**src/rtl/bkpt_pkg.sv**
```systemverilog
package bkpt_pkg;

  localparam int unsigned WORD_W = 32;

  localparam logic [2:0] MEAN_ADDR     = 3'b000;
  localparam logic [2:0] MEAN_ADDR_LNK = 3'b001;
  localparam logic [2:0] MEAN_CTX      = 3'b010;
  localparam logic [2:0] MEAN_CTX_LNK  = 3'b011;
  localparam logic [2:0] MEAN_MIS      = 3'b100;
  localparam logic [2:0] MEAN_MIS_LNK  = 3'b101;

  typedef struct packed {
    logic              en;
    logic [2:0]        mean;
    logic [3:0]        link;
    logic [WORD_W-1:0] value;
  } pair_cfg_t;

  function automatic logic [WORD_W-1:0] pack_ctrl(input pair_cfg_t c);
    return {9'b0, c.mean, c.link, 15'b0, c.en};
  endfunction

endpackage

```
**src/rtl/bkpt_pair_regs.sv**
```systemverilog
module bkpt_pair_regs
  import bkpt_pkg::*;
#(
  parameter bit HAS_CTX = 1'b0
) (
  input  logic              clk,
  input  logic              rst_n,
  input  logic              wr_value,
  input  logic              wr_ctrl,
  input  logic [WORD_W-1:0] wdata,
  output pair_cfg_t         cfg
);

  logic ctx_bit;

  generate
    if (HAS_CTX) begin : g_ctx
      assign ctx_bit = wdata[21];
    end else begin : g_noctx
      assign ctx_bit = 1'b0;
    end
  endgenerate

  always_ff @(posedge clk) begin
    if (!rst_n) begin
      cfg <= '0;
    end else begin
      if (wr_value) cfg.value <= wdata;
      if (wr_ctrl) begin
        cfg.en   <= wdata[0];
        cfg.link <= wdata[19:16];
        cfg.mean <= {wdata[22], ctx_bit, wdata[20]};
      end
    end
  end

  generate
    if (!HAS_CTX) begin : g_chk
      // a pair without a context comparator never holds a context meaning
      a_r3_no_ctx_mean: assert property (@(posedge clk) disable iff (!rst_n)
        wr_ctrl |=> !cfg.mean[1]);
    end
  endgenerate

endmodule

```
**src/rtl/bkpt_pair_cmp.sv**
```systemverilog
module bkpt_pair_cmp
  import bkpt_pkg::*;
(
  input  pair_cfg_t         cfg,
  input  logic [WORD_W-1:0] fetch_addr,
  input  logic [WORD_W-1:0] ctx_id,
  output logic              solo_hit,
  output logic              link_cand,
  output logic              partner_ok
);

  logic addr_eq;
  logic ctx_eq;
  logic cond;

  assign addr_eq = (fetch_addr[WORD_W-1:2] == cfg.value[WORD_W-1:2]);
  assign ctx_eq  = (ctx_id == cfg.value);

  always_comb begin
    unique case (cfg.mean)
      MEAN_ADDR, MEAN_ADDR_LNK: cond = addr_eq;
      MEAN_MIS,  MEAN_MIS_LNK:  cond = !addr_eq;
      MEAN_CTX:                 cond = ctx_eq;
      default:                  cond = 1'b0;
    endcase
  end

  assign solo_hit   = cfg.en & cond & !cfg.mean[0];
  assign link_cand  = cfg.en & cond & cfg.mean[0];
  assign partner_ok = cfg.en & (cfg.mean == MEAN_CTX_LNK) & ctx_eq;

endmodule

```
**src/rtl/bkpt_link_resolve.sv**
```systemverilog
module bkpt_link_resolve
  import bkpt_pkg::*;
#(
  parameter int unsigned NUM_PAIRS = 6
) (
  input  logic                 clk,
  input  logic                 rst_n,
  input  logic [NUM_PAIRS-1:0] solo_hit,
  input  logic [NUM_PAIRS-1:0] link_cand,
  input  logic [NUM_PAIRS-1:0] partner_ok,
  input  logic [3:0]           link_tgt [NUM_PAIRS],
  output logic [NUM_PAIRS-1:0] hit
);

  always_comb begin
    for (int i = 0; i < NUM_PAIRS; i++) begin
      logic ok;
      ok = 1'b0;
      for (int j = 0; j < NUM_PAIRS; j++) begin
        if ((link_tgt[i] == 4'(j)) && (j != i)) ok = partner_ok[j];
      end
      hit[i] = solo_hit[i] | (link_cand[i] & ok);
    end
  end

  genvar gi;
  generate
    for (gi = 0; gi < NUM_PAIRS; gi++) begin : g_chk
      // a hit always has its own condition behind it
      a_r8_own_cond: assert property (@(posedge clk) disable iff (!rst_n)
        hit[gi] |-> (solo_hit[gi] | link_cand[gi]));
      // a self-targeted link never fires
      a_r9_self_link: assert property (@(posedge clk) disable iff (!rst_n)
        (link_tgt[gi] == 4'(gi)) && !solo_hit[gi] |-> !hit[gi]);
    end
  endgenerate

endmodule

```
**src/rtl/bkpt_bank.sv**
```systemverilog
module bkpt_bank
  import bkpt_pkg::*;
#(
  parameter int unsigned NUM_PAIRS = 6,
  parameter int unsigned CTX_FIRST = 4,
  parameter int unsigned ADDR_W    = $clog2(NUM_PAIRS) + 1
) (
  input  logic                 clk,
  input  logic                 rst_n,
  input  logic                 reg_we,
  input  logic [ADDR_W-1:0]    reg_addr,
  input  logic [31:0]          reg_wdata,
  output logic [31:0]          reg_rdata,
  input  logic                 fetch_valid,
  input  logic [31:0]          fetch_addr,
  input  logic [31:0]          ctx_id,
  output logic                 bkpt_event,
  output logic [NUM_PAIRS-1:0] bkpt_hits
);

  localparam int unsigned IDX_W = ADDR_W - 1;

  pair_cfg_t            cfg_a [NUM_PAIRS];
  logic [3:0]           link_a [NUM_PAIRS];
  logic [NUM_PAIRS-1:0] solo_hit;
  logic [NUM_PAIRS-1:0] link_cand;
  logic [NUM_PAIRS-1:0] partner_ok;
  logic [NUM_PAIRS-1:0] hit;
  logic [IDX_W-1:0]     sel_idx;

  assign sel_idx = reg_addr[ADDR_W-1:1];

  genvar gp;
  generate
    for (gp = 0; gp < NUM_PAIRS; gp++) begin : g_pair
      logic wr_hit;
      assign wr_hit = reg_we && (sel_idx == IDX_W'(gp));

      bkpt_pair_regs #(.HAS_CTX(gp >= CTX_FIRST)) i_regs (
        .clk      (clk),
        .rst_n    (rst_n),
        .wr_value (wr_hit & !reg_addr[0]),
        .wr_ctrl  (wr_hit & reg_addr[0]),
        .wdata    (reg_wdata),
        .cfg      (cfg_a[gp])
      );

      bkpt_pair_cmp i_cmp (
        .cfg        (cfg_a[gp]),
        .fetch_addr (fetch_addr),
        .ctx_id     (ctx_id),
        .solo_hit   (solo_hit[gp]),
        .link_cand  (link_cand[gp]),
        .partner_ok (partner_ok[gp])
      );

      assign link_a[gp] = cfg_a[gp].link;

      // a disabled pair never fires
      a_r4_disabled: assert property (@(posedge clk) disable iff (!rst_n)
        !cfg_a[gp].en |-> !hit[gp]);
      // linked-context and reserved meanings never fire themselves
      a_r10_no_self_fire: assert property (@(posedge clk) disable iff (!rst_n)
        (cfg_a[gp].mean == MEAN_CTX_LNK || cfg_a[gp].mean[2:1] == 2'b11) |-> !hit[gp]);
    end
  endgenerate

  bkpt_link_resolve #(.NUM_PAIRS(NUM_PAIRS)) i_link (
    .clk        (clk),
    .rst_n      (rst_n),
    .solo_hit   (solo_hit),
    .link_cand  (link_cand),
    .partner_ok (partner_ok),
    .link_tgt   (link_a),
    .hit        (hit)
  );

  always_comb begin
    reg_rdata = '0;
    for (int p = 0; p < NUM_PAIRS; p++) begin
      if (sel_idx == IDX_W'(p))
        reg_rdata = reg_addr[0] ? pack_ctrl(cfg_a[p]) : cfg_a[p].value;
    end
  end

  always_ff @(posedge clk) begin
    if (!rst_n) begin
      bkpt_event <= 1'b0;
      bkpt_hits  <= '0;
    end else begin
      bkpt_event <= fetch_valid & (|hit);
      bkpt_hits  <= fetch_valid ? hit : '0;
    end
  end

  // an event follows a strobe and agrees with the hit flags
  a_r11_needs_strobe: assert property (@(posedge clk) disable iff (!rst_n)
    !fetch_valid |=> !bkpt_event && (bkpt_hits == '0));
  a_r11_event_or: assert property (@(posedge clk) disable iff (!rst_n)
    bkpt_event == (|bkpt_hits));
  // the reserved bits of a control read stay zero
  a_r2_ctrl_zero: assert property (@(posedge clk) disable iff (!rst_n)
    reg_addr[0] |-> (reg_rdata[31:23] == '0) && (reg_rdata[15:1] == '0));

endmodule

```
**config.mk**
```make
export PLATFORM = sky130hd
export DESIGN_NAME = bkpt_bank
export DESIGN_NICKNAME = d
export VERILOG_FILES = /design/src/rtl/bkpt_pkg.sv /design/src/rtl/bkpt_pair_regs.sv /design/src/rtl/bkpt_pair_cmp.sv /design/src/rtl/bkpt_link_resolve.sv /design/src/rtl/bkpt_bank.sv
export SDC_FILE = /design/constraint.sdc
export NUM_CORES = 1
export LEC_CHECK = 0
export ABC_AREA = 0
export ABC_CLOCK_PERIOD_IN_PS = 4100
export BUFFER_PORTS_ARGS = -buffer_cell sky130_fd_sc_hd__buf_2
export CORE_UTILIZATION = 45
export DETAILED_ROUTE_END_ITERATION = 6
export PLACE_DENSITY = 0.65
export SYNTH_ARGS = -nofsm -noshare
export SYNTH_HDL_FRONTEND = slang
export SYNTH_HIERARCHICAL = 1
export SYNTH_SLANG_ARGS = --single-unit
```
**constraint.sdc**
```tcl
create_clock -name clk -period 4.1 [get_ports clk]
set_input_delay 0.205 -clock clk [delete_from_list [all_inputs] [get_ports clk]]
set_output_delay 0.205 -clock clk [all_outputs]
set_load 0.005 [all_outputs]
```
==> summary.log <==
[clocking] Post-CTS Repair Setup Buffers 0
[run_status] status finished, final reports clean
[sta] setup slack of the critical path after layout 602 ps
[setup_path] worst reg2reg startpoint g_pair[3].i_regs/cfg[22]
[sta] minimum period implied by the final worst setup slack 3500 ps
[power] share of total power consumed by net switching 28.2%
[detailed_routing] DRC Markers 0
[setup_path] register-to-register path setup slack 600 ps
[final_layout] antenna fix cells 0
[global_routing] first-pass GRT wire length 99.0 mm
[detailed_routing] detailed-routing iteration count for the pre-antenna-repair pass 6
[yosys] most frequent cells after synthesis sky130_fd_sc_hd__mux2i_1 (287), sky130_fd_sc_hd__nor2b_1 (244), sky130_fd_sc_hd__dfxtp_1 (243), sky130_fd_sc_hd__xnor2_1 (186), sky130_fd_sc_hd__xor2_1 (186)
[clocking] master cell of the clock root buffer sky130_fd_sc_hd__clkbuf_16
[sta] worst setup skew after layout 8.81 ps
[setup_path] kind of critical path reg -> reg
[setup_path] Worst setup startpoint g_pair[3].i_regs/cfg[22]
[floorplanning] Placement Rows 70
[setup_path] critical path fanouts, max 4
[global_routing] GRT Total Usage 35.3%
[sta] Peak Freq 286 MHz
[min_path] endpoint with the worst hold slack g_pair[5].i_regs/cfg[10]
[min_path] Min-Delay Path Class in -> reg
[setup_path] kind of end point of the critical path flip-flop
[floorplanning] core region area 37000 um^2
[yosys] flip-flop and latch count after synthesis 243
[min_path] depth of the worst hold-timing path 3
[final_layout] final core utilization 51.6%
[detailed_routing] ANT nets after route 0
[power] combinational share of power 15.1%
[sta] number of failing setup endpoints in the final timing report 0
[sta] RSZ-0062 raised after global routing false
[min_path] Worst Hold Launch reg_wdata[10]
[setup_path] required time of the worst setup path 4560 ps
[detailed_routing] drt via density 6.05
[detailed_routing] number of vias in the routed layout 14800
[floorplanning] starting density of the core 46.2%
[sta] slew at the pin closest to its max-slew limit 1060 ps
[power] largest voltage drop on the vdd net 304 uV
[clocking] TritonCTS Buffers 29
[placement] count of buffers from port buffering 140
[final_layout] Layout area overhead 11.8%
[yosys] syn_area_per_cell 9.61 um^2
[yosys] most instantiated flip-flop cell in the synthesis netlist sky130_fd_sc_hd__dfxtp_1
[clocking] maximum level of the CTS H-tree 1
[placement] routability congestion estimate 1.12
[yosys] synthesized area 17100 um^2
[yosys] leading area contributor after synthesis sky130_fd_sc_hd__dfxtp_1
[sta] Final period util 85.3%
[detailed_routing] violation count after the first detailed-routing iteration 1518
[floorplanning] number of I/O pins 143
[yosys] number of nets in the synthesized netlist 1879
[yosys] most frequent cell after synthesis sky130_fd_sc_hd__mux2i_1
[detailed_routing] Avg WL per Cell 28.3 um
[sta] Relative slew margins 29.0%
[flow_run] Max Cap Violations 0
[yosys] count of yosys warnings during synthesis 6
[clocking] worst-skew pair later-pin latency 580 ps
[final_layout] share of layout cells above drive strength 1 15.3%
[floorplanning] floorplan die area 38700 um^2
[power] internal power 4290 uW
[sta] Hold Vio Cnt, Final 0
[yosys] number of enable-type register cells in the synthesized netlist 0
[clocking] CTS clock-pin slew for the worst setup and hold paths 60 ps
[clocking] TritonCTS clock tree built
[setup_path] RR Endpoint bkpt_event
[clocking] maximum root-to-sink buffer count 3
[power] Leakage Power 0.00658 uW
[power] clock power share 44.0%
[power] sequential group share of total power 40.9%
[clocking] number of sinks handled by clock tree synthesis 243
[yosys] synth unique cells 59
[placement] post-detailed-placement half-perimeter wirelength 51.6 mm
[yosys] sequential area share after synthesis 28.5%
[sta] number of slew-limit violations in the final report 0
[sta] setup TNS 0 ps
[final_layout] final cell area excluding filler cells 19100 um^2
[power] power per standard cell area 313 nW/um^2
[placement] post-detailed-placement cell area 17900 um^2
[yosys] Yosys top cell area share 28.5%
[setup_path] data arrival time of the critical path 3960 ps
[floorplanning] vertical extent of the die 197 um
[global_routing] antenna violations before repair 2
[power] net load switching power 1690 uW
[placement] placement-stage worst setup slack 771 ps
[setup_path] crit path launch type flip-flop
[yosys] Async S/R FF share, synth 0%
[yosys] Cells after Synth 1775
[final_layout] total of fill cells in the finished design 3526
[final_layout] number of nets at the end of the flow 2021
[floorplanning] die outline width 197 um
[global_routing] maximum number of pins on one net before global-route repair 120
[setup_path] depth of the worst register-to-register path 9
[global_routing] vias in the first global route 14300
[yosys] largest cells by area after synthesis sky130_fd_sc_hd__dfxtp_1 (29%), sky130_fd_sc_hd__mux2i_1 (17%), sky130_fd_sc_hd__xnor2_1 (9.5%)
[sta] worst slack on hold paths 9.88 ps
[detailed_routing] WL final 69.1 mm
[global_routing] final global-route overflow total 0
-- cells in the final DEF, fill, tap and decap left out, types with 5 or more instances in the layout --
cell type                       synthesis  routed
sky130_fd_sc_hd__or3_2                  6       6
sky130_fd_sc_hd__nor2_1                45      43
sky130_fd_sc_hd__mux2i_1              287     287
sky130_fd_sc_hd__a211oi_2              20      20
sky130_fd_sc_hd__a211oi_1               6       6
sky130_fd_sc_hd__and3_1                 7       7
sky130_fd_sc_hd__clkbuf_8               0       5
sky130_fd_sc_hd__dfxtp_1              243     243
sky130_fd_sc_hd__nand2_1               53      53
sky130_fd_sc_hd__buf_4                  9      41
sky130_fd_sc_hd__clkbuf_1              21       6
sky130_fd_sc_hd__nor4b_1                8       8
sky130_fd_sc_hd__inv_1                  7       7
sky130_fd_sc_hd__clkbuf_16              0      29
sky130_fd_sc_hd__dlygate4sd3_1          0      21
sky130_fd_sc_hd__or3_1                  7       7
sky130_fd_sc_hd__nand3_1               25      25
sky130_fd_sc_hd__buf_2                 20     137
sky130_fd_sc_hd__nand2b_1              16      16
sky130_fd_sc_hd__xnor2_1              186     186
sky130_fd_sc_hd__clkinv_2               0       6
sky130_fd_sc_hd__nand4_1               84      84
sky130_fd_sc_hd__o21ai_1               10      10
sky130_fd_sc_hd__mux2_4                 9       9
sky130_fd_sc_hd__nor3_1                22      18
sky130_fd_sc_hd__o2bb2ai_1             13      13
sky130_fd_sc_hd__mux4_2                19      19
sky130_fd_sc_hd__nor4_1                61      61
sky130_fd_sc_hd__a31o_1                 8       8
sky130_fd_sc_hd__o2111ai_1              6       6
sky130_fd_sc_hd__o21ai_0               59      59
sky130_fd_sc_hd__nor2b_1              244     244
sky130_fd_sc_hd__xor2_1               186     186
sky130_fd_sc_hd__a222oi_1               5       5
-- critical path, stage by stage, from the launching register on --
cell and delay [ps]:
sky130_fd_sc_hd__dfxtp_1 460, sky130_fd_sc_hd__xor2_1 120, sky130_fd_sc_hd__nor4_1 560, sky130_fd_sc_hd__nand4_1 430, sky130_fd_sc_hd__o21ai_0 310, sky130_fd_sc_hd__a211oi_1 180
sky130_fd_sc_hd__nor3b_1 180, sky130_fd_sc_hd__a221o_1 390, sky130_fd_sc_hd__or4_1 470, sky130_fd_sc_hd__o311a_1 290
-- area by class of cell --
| class | instances | area, um^2 | share of cell area [%] |
|---|---|---|---|
| Sequential cell | 243 | 4860 | 25.5 |
| Clock inverter | 11 | 135 | 0.708 |
| Clock buffer | 40 | 817 | 4.28 |
| Inverter | 8 | 30.0 | 0.157 |
| Multi-Input combinational cell | 1435 | 11400 | 59.6 |
| Tap cell | 504 | 631 | 3.31 |
| Timing Repair Buffer | 200 | 1220 | 6.41 |
-- metal layers --
| layer | global-route usage (%) | routed length, um | vias up |
|---|---|---|---|
| met4 | 13.3 | 3030 | 4 |
| li1 | - | - | 6556 |
| met3 | 7.84 | 6640 | 178 |
| met1 | 47.3 | 29000 | 7237 |
| met2 | 55.1 | 30400 | 791 |
| met5 | 0 | 27 | - |
-- flip-flops by register name, summed over array words and instances (netlist names) --
register           cells
bkpt_event             1
bkpt_hits              6
g_pair.i_regs/cfg    236
-- how the worst max path moves through the flow --
stage | to | depth (start not counted)
floorplan | bkpt_event | 10
global placement | bkpt_event | 10
detailed placement | bkpt_event | 10
CTS | bkpt_event | 9
global route | bkpt_event | 9
finish | bkpt_event | 9
-- per-stage QoR --
stage,std cells,power (uW)
detailed placement,2369,3340
global placement,2369,3330
global route,2441,6120
floorplan,1775,2970
finish,2441,5970
CTS,2441,5960
-- cell families (layout without fill, tap and decap cells) --
kind of cell / after synthesis / count (layout) / synth area share (%)
buffers and inverters: 97 / 259 / 5.03
AOI/OAI and AO/OA: 139 / 139 / 6.09
and+or+nand+nor: 597 / 597 / 20.5
other: 4 / 4 / 0.0880
xor gates and xnor gates: 372 / 372 / 19.1
muxes: 323 / 323 / 20.7
DFF: 243 / 243 / 28.5
-- what timing repair did --
item                                    4_1_cts  5_1_grt
endpoints found under the hold margin       101        0
resized for setup                             0        0
hold buffers                                 21        0
endpoints found under the setup margin        0        0
-- power by group through the flow --
stage / registers, uW / logic, uW / clock network (uW)
floorplan: 2470 / 498 / 0
global placement: 2490 / 843 / 0
detailed placement: 2490 / 851 / 0
CTS: 2440 / 872 / 2650
global route: 2440 / 933 / 2750
finish: 2440 / 904 / 2630
Note: power is estimated with default switching activity, not from simulation.
